$ cat config.mk
export PLATFORM = sky130hd
export DESIGN_NAME = sram_burst_ctl
export DESIGN_NICKNAME = d
export VERILOG_FILES = /design/src/rtl/sram_ctl_pkg.sv /design/src/rtl/sram_cmd_decode.sv /design/src/rtl/sram_snooze_ctl.sv /design/src/rtl/sram_cycle_pipe.sv /design/src/rtl/sram_burst_ctl.sv
export SDC_FILE = /design/constraint.sdc
export NUM_CORES = 1
export LEC_CHECK = 0
export BUFFER_PORTS_ARGS = -buffer_cell sky130_fd_sc_hd__clkbuf_2
export CAP_MARGIN = 25
export CORE_MARGIN = 8
export CORE_UTILIZATION = 42
export CTS_CLUSTER_DIAMETER = 80
export DETAILED_ROUTE_END_ITERATION = 7
export GPL_ROUTABILITY_DRIVEN = 0
export GPL_TIMING_DRIVEN = 0
export PLACE_DENSITY = 0.71
export REMOVE_ABC_BUFFERS = 1
export SKIP_CTS_REPAIR_TIMING = 1
export SYNTH_ARGS = -nofsm -noshare
export SYNTH_HDL_FRONTEND = slang
export SYNTH_HIERARCHICAL = 1
export SYNTH_SLANG_ARGS = --single-unit
$ cat constraint.sdc
create_clock -name clk -period 1.3 [get_ports clk]
set_input_delay 0 -clock clk [delete_from_list [all_inputs] [get_ports clk]]
set_output_delay 0 -clock clk [all_outputs]
set_load 0.005 [all_outputs]
$ cat src/rtl/sram_ctl_pkg.sv
// Shared types for the burst SRAM cycle controller.
// Assumes: one cycle classification per clock edge.
package sram_ctl_pkg;

    typedef enum logic [2:0] {
        CK_DESEL    = 3'd0,
        CK_RD_BEGIN = 3'd1,
        CK_WR_BEGIN = 3'd2,
        CK_NEXT     = 3'd3,
        CK_HOLD     = 3'd4
    } cyc_kind_e;

endpackage

$ cat src/rtl/sram_cmd_decode.sv
// Combinational classification of the sampled control inputs into a cycle
// kind, plus the combined write flag and the per-byte write mask.
// Assumes: inputs are stable around the clock edge; sleep is handled elsewhere.
module sram_cmd_decode
    import sram_ctl_pkg::*;
#(
    parameter int NBYTE = 4
) (
    input  logic             sel_a_n,
    input  logic             sel_b,
    input  logic             sel_c_n,
    input  logic             cpu_start_n,
    input  logic             ctl_start_n,
    input  logic             next_n,
    input  logic             wr_all_n,
    input  logic             wr_en_n,
    input  logic [NBYTE-1:0] wr_byte_n,
    output cyc_kind_e        kind,
    output logic             wr_low,
    output logic [NBYTE-1:0] wr_mask
);

    logic full_sel;
    logic [NBYTE-1:0] sel_bytes;

    assign full_sel = !sel_a_n && sel_b && !sel_c_n;

    // Byte strobes chosen by the per-byte enable path.
    genvar gi;
    generate
        for (gi = 0; gi < NBYTE; gi++) begin : g_byte
            assign sel_bytes[gi] = !wr_en_n && !wr_byte_n[gi];
        end
    endgenerate

    // Combined write flag and byte mask; the global write covers every byte.
    always_comb begin
        wr_low  = !wr_all_n || (|sel_bytes);
        wr_mask = !wr_all_n ? {NBYTE{1'b1}} : sel_bytes;
    end

    // Cycle kind in priority order: select A high, processor start, controller start, continue.
    always_comb begin
        if (sel_a_n) begin
            if (!ctl_start_n)      kind = CK_DESEL;
            else if (!next_n)      kind = CK_NEXT;
            else                   kind = CK_HOLD;
        end else if (!cpu_start_n) begin
            kind = full_sel ? CK_RD_BEGIN : CK_DESEL;
        end else if (!ctl_start_n) begin
            if (!full_sel)         kind = CK_DESEL;
            else if (wr_low)       kind = CK_WR_BEGIN;
            else                   kind = CK_RD_BEGIN;
        end else begin
            kind = next_n ? CK_HOLD : CK_NEXT;
        end
    end

endmodule

$ cat src/rtl/sram_snooze_ctl.sv
// Sleep-mode timing: counts consecutive sleep edges to report the low-power
// state and blocks commands during the recovery window after sleep ends.
// Assumes: sleep_req is synchronous to clk when sampled.
module sram_snooze_ctl #(
    parameter int ENTRY_CYC = 2,
    parameter int RECOV_CYC = 2
) (
    input  logic clk,
    input  logic rst_n,
    input  logic sleep_req,
    output logic accept,
    output logic snoozing
);

    localparam int EW = $clog2(ENTRY_CYC + 1);
    localparam int RW = $clog2(RECOV_CYC + 1);
    localparam logic [EW-1:0] ENT_MAX = EW'(ENTRY_CYC);
    localparam logic [RW-1:0] REC_MAX = RW'(RECOV_CYC);

    logic [EW-1:0] ent_cnt;
    logic [RW-1:0] rec_cnt;

    // Count sleep edges toward the low-power state; arm and drain the recovery window.
    always_ff @(posedge clk) begin
        if (!rst_n) begin
            ent_cnt <= '0;
            rec_cnt <= '0;
        end else if (sleep_req) begin
            rec_cnt <= REC_MAX;
            if (ent_cnt != ENT_MAX) ent_cnt <= ent_cnt + 1'b1;
        end else begin
            ent_cnt <= '0;
            if (rec_cnt != '0) rec_cnt <= rec_cnt - 1'b1;
        end
    end

    assign accept   = !sleep_req && (rec_cnt == '0);
    assign snoozing = (ent_cnt == ENT_MAX);

endmodule

$ cat src/rtl/sram_cycle_pipe.sv
// Registers the per-cycle controls, tracks whether a burst is active, and
// runs the two-stage read pipeline behind the asynchronous bus enable.
// Assumes: kind/wr_low/wr_mask come from the decoder for the same edge.
module sram_cycle_pipe
    import sram_ctl_pkg::*;
#(
    parameter int NBYTE = 4
) (
    input  logic             clk,
    input  logic             rst_n,
    input  logic             accept,
    input  cyc_kind_e        kind,
    input  logic             wr_low,
    input  logic [NBYTE-1:0] wr_mask,
    input  logic             sleep_req,
    input  logic             out_en_n,
    output logic             addr_load,
    output logic             addr_step,
    output logic [NBYTE-1:0] byte_we,
    output logic             data_drive
);

    logic burst_on;
    logic rd_addr_q;
    logic rd_data_q;
    logic cont;
    logic do_wr;

    // Continue or hold inside a live burst.
    assign cont  = ((kind == CK_NEXT) || (kind == CK_HOLD)) && burst_on;
    assign do_wr = (kind == CK_WR_BEGIN) || (cont && wr_low);

    // Register the address, write and read-stage controls for the accepted command.
    always_ff @(posedge clk) begin
        if (!rst_n) begin
            addr_load <= 1'b0;
            addr_step <= 1'b0;
            byte_we   <= '0;
            rd_addr_q <= 1'b0;
            burst_on  <= 1'b0;
        end else if (!accept) begin
            addr_load <= 1'b0;
            addr_step <= 1'b0;
            byte_we   <= '0;
            rd_addr_q <= 1'b0;
            burst_on  <= 1'b0;
        end else begin
            addr_load <= (kind == CK_RD_BEGIN) || (kind == CK_WR_BEGIN);
            addr_step <= (kind == CK_NEXT) && burst_on;
            byte_we   <= do_wr ? wr_mask : '0;
            rd_addr_q <= (kind == CK_RD_BEGIN) || (cont && !wr_low);
            if ((kind == CK_RD_BEGIN) || (kind == CK_WR_BEGIN)) burst_on <= 1'b1;
            else if (kind == CK_DESEL)                          burst_on <= 1'b0;
        end
    end

    // Output register stage of the read pipeline.
    always_ff @(posedge clk) begin
        if (!rst_n) rd_data_q <= 1'b0;
        else        rd_data_q <= rd_addr_q;
    end

    // Bus enable: asynchronous in out_en_n and sleep_req, masked during writes.
    assign data_drive = rd_data_q && !out_en_n && !sleep_req && (byte_we == '0);

endmodule

$ cat src/rtl/sram_burst_ctl.sv
// Top of the burst SRAM cycle controller: decoder, sleep timer and control
// pipeline. Assumes a single clock and synchronous active-low reset.
module sram_burst_ctl
    import sram_ctl_pkg::*;
#(
    parameter int NBYTE     = 4,
    parameter int ENTRY_CYC = 2,
    parameter int RECOV_CYC = 2
) (
    input  logic             clk,
    input  logic             rst_n,
    input  logic             sel_a_n,
    input  logic             sel_b,
    input  logic             sel_c_n,
    input  logic             sleep_req,
    input  logic             cpu_start_n,
    input  logic             ctl_start_n,
    input  logic             next_n,
    input  logic             wr_all_n,
    input  logic             wr_en_n,
    input  logic [NBYTE-1:0] wr_byte_n,
    input  logic             out_en_n,
    output logic             addr_load,
    output logic             addr_step,
    output logic [NBYTE-1:0] byte_we,
    output logic             data_drive,
    output logic             snoozing
);

    cyc_kind_e        kind;
    logic             wr_low;
    logic [NBYTE-1:0] wr_mask;
    logic             cmd_ok;

    sram_cmd_decode #(.NBYTE(NBYTE)) u_dec (
        .sel_a_n(sel_a_n), .sel_b(sel_b), .sel_c_n(sel_c_n),
        .cpu_start_n(cpu_start_n), .ctl_start_n(ctl_start_n), .next_n(next_n),
        .wr_all_n(wr_all_n), .wr_en_n(wr_en_n), .wr_byte_n(wr_byte_n),
        .kind(kind), .wr_low(wr_low), .wr_mask(wr_mask)
    );

    sram_snooze_ctl #(.ENTRY_CYC(ENTRY_CYC), .RECOV_CYC(RECOV_CYC)) u_zz (
        .clk(clk), .rst_n(rst_n), .sleep_req(sleep_req),
        .accept(cmd_ok), .snoozing(snoozing)
    );

    sram_cycle_pipe #(.NBYTE(NBYTE)) u_pipe (
        .clk(clk), .rst_n(rst_n), .accept(cmd_ok), .kind(kind),
        .wr_low(wr_low), .wr_mask(wr_mask), .sleep_req(sleep_req),
        .out_en_n(out_en_n), .addr_load(addr_load), .addr_step(addr_step),
        .byte_we(byte_we), .data_drive(data_drive)
    );

endmodule

==> qor.yml, run 1 <==
outcome: "completed"
powerDensity_nw_per_um2: 930
tightest_slew_ns: 0.444
die_width_um: 55.7
setup_tns_ns: 0
start_util_pct: 44.4
synth_edf_count: 0
n_fill_cell: 143
grt_max_degree: 10
post-route-drc-count: 0
numCtsBuffers: 3
nets: 120
rows: 14
ios: 24
synth_area_um2: 661
dr.pass1.iters: 4
n_antenna_cell: 0
die_y_um: 55.7
totalWireLength_mm: 1.36
drive_above_1_share_pct: 35.6
vdd_drop_max_mv: 0.361
worstSkewPairLatency_ns: 0.27
async_reset_ff_share_pct: 0
drtIter0Drc: 6
grt_pass1_wl_mm: 2.42
slowest_delay_ns: 0.39
die_area_um2: 3100
drtAntennaViolNets: 0
arrival_ns: 1.36
avgViaCountPerCell: 5.07
cts_root_buf: "clkbuf_4"
multi_input_area_um2: 382
worstSetupPathType: "in2reg"
slew_headroom_pct: 70.1
hold_path.class: "in2reg"
crit_chain: "clkbuf_2 > o21ai_0 > nor2_1 > nor3b_2 > a211oi_2 > nor3b_1"
yosysWarnings: 6
finalPower_mw: 0.786
dpl.hpwl_mm: 1.08
cp-start-kind: "input pin"
synthCells: 74
yosysSeqAreaShare_pct: 39.4
place_worst_setup_slack_ns: -0.343
cts-htree-levels: 1
syn_avg_cell_area_um2: 8.93
crit_required_ns: 1.45
period_share_pct: 93.1
synth_flop_cell: "dfxtp_1"
finalCriticalPeriod_ns: 1.21
cts.clk_slew.worst_paths_ns: 0.08
track_usage_pct: 9.18
maxCapViolCount: 0
ff_latch_area_um2: 260
grt_overflow: 0
finClkSkew_ns: 0.00482
final_hold_viol_count: 0
leakage_nw: 0.367
setup_viol: 0
slew_viol_final: 0
core_um2: 1490
max_freq_ghz: 0.827
first_global_vias: 611
endpoint_kind: "flop"
wl_per_cell_um: 11.6
antenna_found_initial: 0
port_buffers: 23
area_growth_pct: 27.8
synth_cell_type_count: 31
cp_slowest_cell: "o21ai_0"
clockBufferDepth: 2
holdWs_ns: 0.0517
cts_tree: "done"
setup_ws_ns: 0.0902
vias: 593
ys_ff_latch: 13
numClockSinks: 13
crit_fanout: 9
-- cell families (layout without fill, tap and decap cells) --
| group | Yosys count | after routing | share of synthesized area, % |
|---|---|---|---|
| AOI/OAI and AO/OA | 16 | 16 | 17.0 |
| xor gates and xnor gates | 2 | 2 | 2.65 |
| adders and majority gates | 2 | 2 | 3.79 |
| buffers and inverters | 6 | 33 | 5.30 |
| DFF | 13 | 13 | 39.4 |
| and+or+nand+nor | 35 | 35 | 31.8 |
-- critical path: cells and delay by family --
| kind | cells | cell delay, ns |
|---|---|---|
| buffers and inverters | 1 | 0.10 |
| AND/OR/NAND/NOR | 3 | 0.54 |
| AO/OA/AOI/OAI | 2 | 0.73 |
-- cell type report --
type / count / share of cell area, %
multi-input combinational: 55 / 45.2
sequential: 13 / 30.8
timing repair buffer: 26 / 17.2
clock buffer: 4 / 3.11
tap: 16 / 2.37
inverter: 3 / 1.33
-- state kept, by name, indices dropped and copies added, names as in the netlist --
signal	count
u_pipe/addr_load	1
u_pipe/addr_step	1
u_pipe/rd_addr_q	1
u_pipe/burst_on	1
u_pipe/rd_data_q	1
u_pipe/byte_we	4
u_zz/rec_cnt	2
u_zz/ent_cnt	2
-- cell usage after synthesis (2+ instances only) --
cell | count | area share, %
o21ai_0 | 7 | 5.3
inv_1 | 2 | 1.1
nor2_1 | 7 | 4.0
nor3_1 | 5 | 3.8
and2_1 | 2 | 1.9
dfxtp_1 | 13 | 39
nor3b_1 | 5 | 5.7
a21oi_1 | 3 | 2.3
nand2_1 | 5 | 2.8
nor2b_1 | 2 | 1.9
nor3b_2 | 2 | 3.8
ha_1 | 2 | 3.8
-- cell usage in the layout, fill, tap and decap left out, types with 2 or more instances in the layout --
cell           instances
a21oi_1                3
and2_1                 2
clkbuf_2              23
clkbuf_4               3
dfxtp_1               13
dlygate4sd3_1          3
ha_1                   2
inv_1                  2
nand2_1                5
nor2_1                 7
nor2b_1                2
nor3_1                 5
nor3b_1                5
nor3b_2                2
o21ai_0                6
-- power by group --
part / internal (mW) / switching [mW] / total (mW)
combinational: 0.0612 / 0.0674 / 0.129
sequential: 0.409 / 0.00724 / 0.417
clock: 0.119 / 0.122 / 0.241
total: 0.589 / 0.197 / 0.786
-- path summary, 6_finish.rpt --
check	start	to	slack [ns]	cells past startpoint
worst max-delay path	sel_a_n	u_pipe/byte_we[1]	0.09	6
worst min register to register	u_pipe/rd_addr_q	u_pipe/rd_data_q	0.43	1
worst max register to register	u_zz/rec_cnt[1]	u_zz/rec_cnt[0]	0.15	3
worst min-delay path	wr_byte_n[2]	u_pipe/byte_we[2]	0.05	3
-- layer usage --
layer	vias up	part of all wire, %	track usage (%)
met3	2	7.2	4.11
li1	317	-	-
met2	20	47	15.2
met5	-	0	0
met4	0	1.4	6.34
met1	254	44	8.89
-- per-stage QoR --
step                cell area, um^2  util, %  std cells
floorplan                       637        -         71
global placement                772     51.8        110
detailed placement              772     51.8        110
CTS                             798     53.6        114
global route                    845     56.7        117
finish                          845     56.7        117
No activity file was read; power rests on OpenSTA's default activity.
==> inputs of run 2 (changes only) <==
- CTS_BUF_LIST: unset -> sky130_fd_sc_hd__clkbuf_8 sky130_fd_sc_hd__clkbuf_16
==> run 2 against run 1 <==
Net effect: setup slack better by 0.0071 ns; wire length up 1.5%; clock-buffer cell count decreased by 1.
==> qor.yml, run 2 (synthesized netlist as in run 1, its figures left out) <==
netSwitchingPower_mw: 0.211  # +7.3%
cts.clk_slew.worst_paths_ns: 0.05  # -0.03 ns
crit_chain: "clkbuf_2 > a41oi_2 > o2111ai_1 > o21ai_2 > and4b_1 > a211oi_2 > nor3b_1"
final_hold_viol_count: 0  # unchanged
cts_tree: "done"
outcome: "completed"
finalNonFillerCells: 115  # -1.7%
first_global_vias: 616  # +0.82%
layout.cells.most_common_list: "clkbuf_2 (23), dfxtp_1 (13), nor2_1 (6)"
die_area_um2: 3100  # unchanged
largest_reg_flops: 4  # unchanged
post-route-drc-count: 0  # unchanged
numClockSinks: 13  # unchanged
p_seq_share_pct: 47.0  # -6.0 points
min_from: "rst_n"
drive_above_1_share_pct: 37.4  # +1.7 points
core_um2: 1490  # unchanged
slew_viol_final: 0  # unchanged
endpoint_kind: "flop"
antenna_found_initial: 0  # unchanged
grt_max_degree: 10  # unchanged
arrival_ns: 1.32  # -0.04 ns
holdPathEnd: "u_zz/rec_cnt[0]"
die_width_um: 55.7  # unchanged
max_freq_ghz: 0.831  # +0.59%
grt_overflow: 0  # unchanged
cts_root_buf: "clkbuf_8"
wl_per_cell_um: 12.0  # +3.3%
regMostFlops: "u_pipe/byte_we"
crit_required_ns: 1.42  # -0.03 ns
worstSkewPairLatency_ns: 0.24  # -0.03 ns
setup_viol: 0  # unchanged
p_int_mw: 0.677  # +15%
die_y_um: 55.7  # unchanged
dpl.hpwl_mm: 1.08  # unchanged
top_regs: "u_pipe/byte_we: 4 flops, u_zz/ent_cnt: 2 flops, u_zz/rec_cnt: 2 flops"
setup_ws_ns: 0.0972  # +0.00706 ns
cts-htree-levels: 1  # unchanged
track_usage_pct: 9.23  # +0.046 points
ios: 24  # unchanged
slew_headroom_pct: 75.7  # +5.6 points
reg2reg_slack_ns: 0.22  # +0.07 ns
drtIter0Drc: 7  # +1
leakage_nw: 0.368  # about the same
cp-start-kind: "input pin"
area_growth_pct: 27.8  # unchanged
holdWs_ns: 0.0222  # -0.0295 ns
period_share_pct: 92.5  # -0.54 points
drtAntennaViolNets: 0  # unchanged
dr.pass1.iters: 4  # unchanged
totalWireLength_mm: 1.38  # +1.5%
placed_cells: 110  # unchanged
n_fill_cell: 144  # +0.70%
avgViaCountPerCell: 5.22  # +2.9%
vias: 600  # +1.2%
place_worst_setup_slack_ns: -0.343  # unchanged
clockBufferDepth: 2  # unchanged
hold_path.class: "in2reg"
combPwrFrac_pct: 14.5  # -1.9 points
cp_slowest_cell: "a211oi_2"
mostFrequentLayoutCell: "clkbuf_2"
p_clk_share_pct: 38.5  # +7.9 points
hold_path_depth: 3  # unchanged
r2r_cells: 4  # +1
vdd_drop_max_mv: 0.415  # +15%
start_util_pct: 44.4  # unchanged
r2r_start: "u_zz/ent_cnt[0]"
slowest_delay_ns: 0.30  # -0.09 ns
switching_share_pct: 23.7  # -1.3 points
rows: 14  # unchanged
port_buffers: 23  # unchanged
setup_tns_ns: 0  # unchanged
n_antenna_cell: 0  # unchanged
tightest_slew_ns: 0.362  # -0.0819 ns
rr_endpoint: "u_zz/ent_cnt[1]"
finClkSkew_ns: 0.00260  # -0.00222 ns
maxCapViolCount: 0  # unchanged
finalCriticalPeriod_ns: 1.20  # -0.00706 ns
worstSetupPathType: "in2reg"
crit_fanout: 8  # -1
numCtsBuffers: 3  # unchanged
grt_pass1_wl_mm: 2.44  # +0.83%
nets: 118  # -1.7%
powerDensity_nw_per_um2: 1050  # +13%
-- run 2: worst max-delay path, delay by kind of cell --
family | cells | cell delay [ns]
AO/OA/AOI/OAI | 4 | 0.90
buffers and inverters | 1 | 0.10
AND/OR/NAND/NOR | 2 | 0.32
-- run 2: how the worst max path moves through the flow --
stage                       startpoint           endpoint
final                     wr_byte_n[1]  u_pipe/byte_we[1]
after global routing      wr_byte_n[1]  u_pipe/byte_we[1]
after CTS                 wr_byte_n[1]  u_pipe/byte_we[1]
after detailed placement  wr_byte_n[1]  u_pipe/byte_we[2]
after global placement         sel_a_n  u_pipe/byte_we[0]
after floorplan           wr_byte_n[1]  u_pipe/byte_we[0]
-- run 2: power by group through the flow --
stage	sequential, mW	clock [mW]	combinational [mW]
final	0.417	0.342	0.129
after global routing	0.419	0.377	0.144
after CTS	0.417	0.353	0.119
after detailed placement	0.426	0	0.119
after global placement	0.425	0	0.115
after floorplan	0.425	0	0.0700
-- run 2: routing by layer --
metal / wire length (um) / vias to the layer above / GRT usage (%)
met2: 637 / 25 / 15.1
li1: - / 313 / -
met1: 612 / 260 / 9.15
met5: 0 / - / 0
met4: 19 / 0 / 6.34
met3: 107 / 2 / 4.11
-- run 2: area by class of cell --
cell class              instances  area, um^2  area share [%]
clock buffers                   3        41.3            4.89
clock inverters                 1        3.75           0.444
inverters                       3        11.3            1.33
multi-input cells              55         383            45.3
flip-flops and latches         13         260            30.8
well taps                      16        20.0            2.37
repair buffers                 24         125            14.8
-- run 2: through the flow --
stage / power (mW) / utilization (%) / cell area [um^2]
after floorplan: 0.495 / - / 637
after global placement: 0.540 / 51.8 / 772
after detailed placement: 0.544 / 51.8 / 772
after CTS: 0.890 / 54.9 / 817
final: 0.888 / 56.7 / 845
after global routing: 0.940 / 56.7 / 845
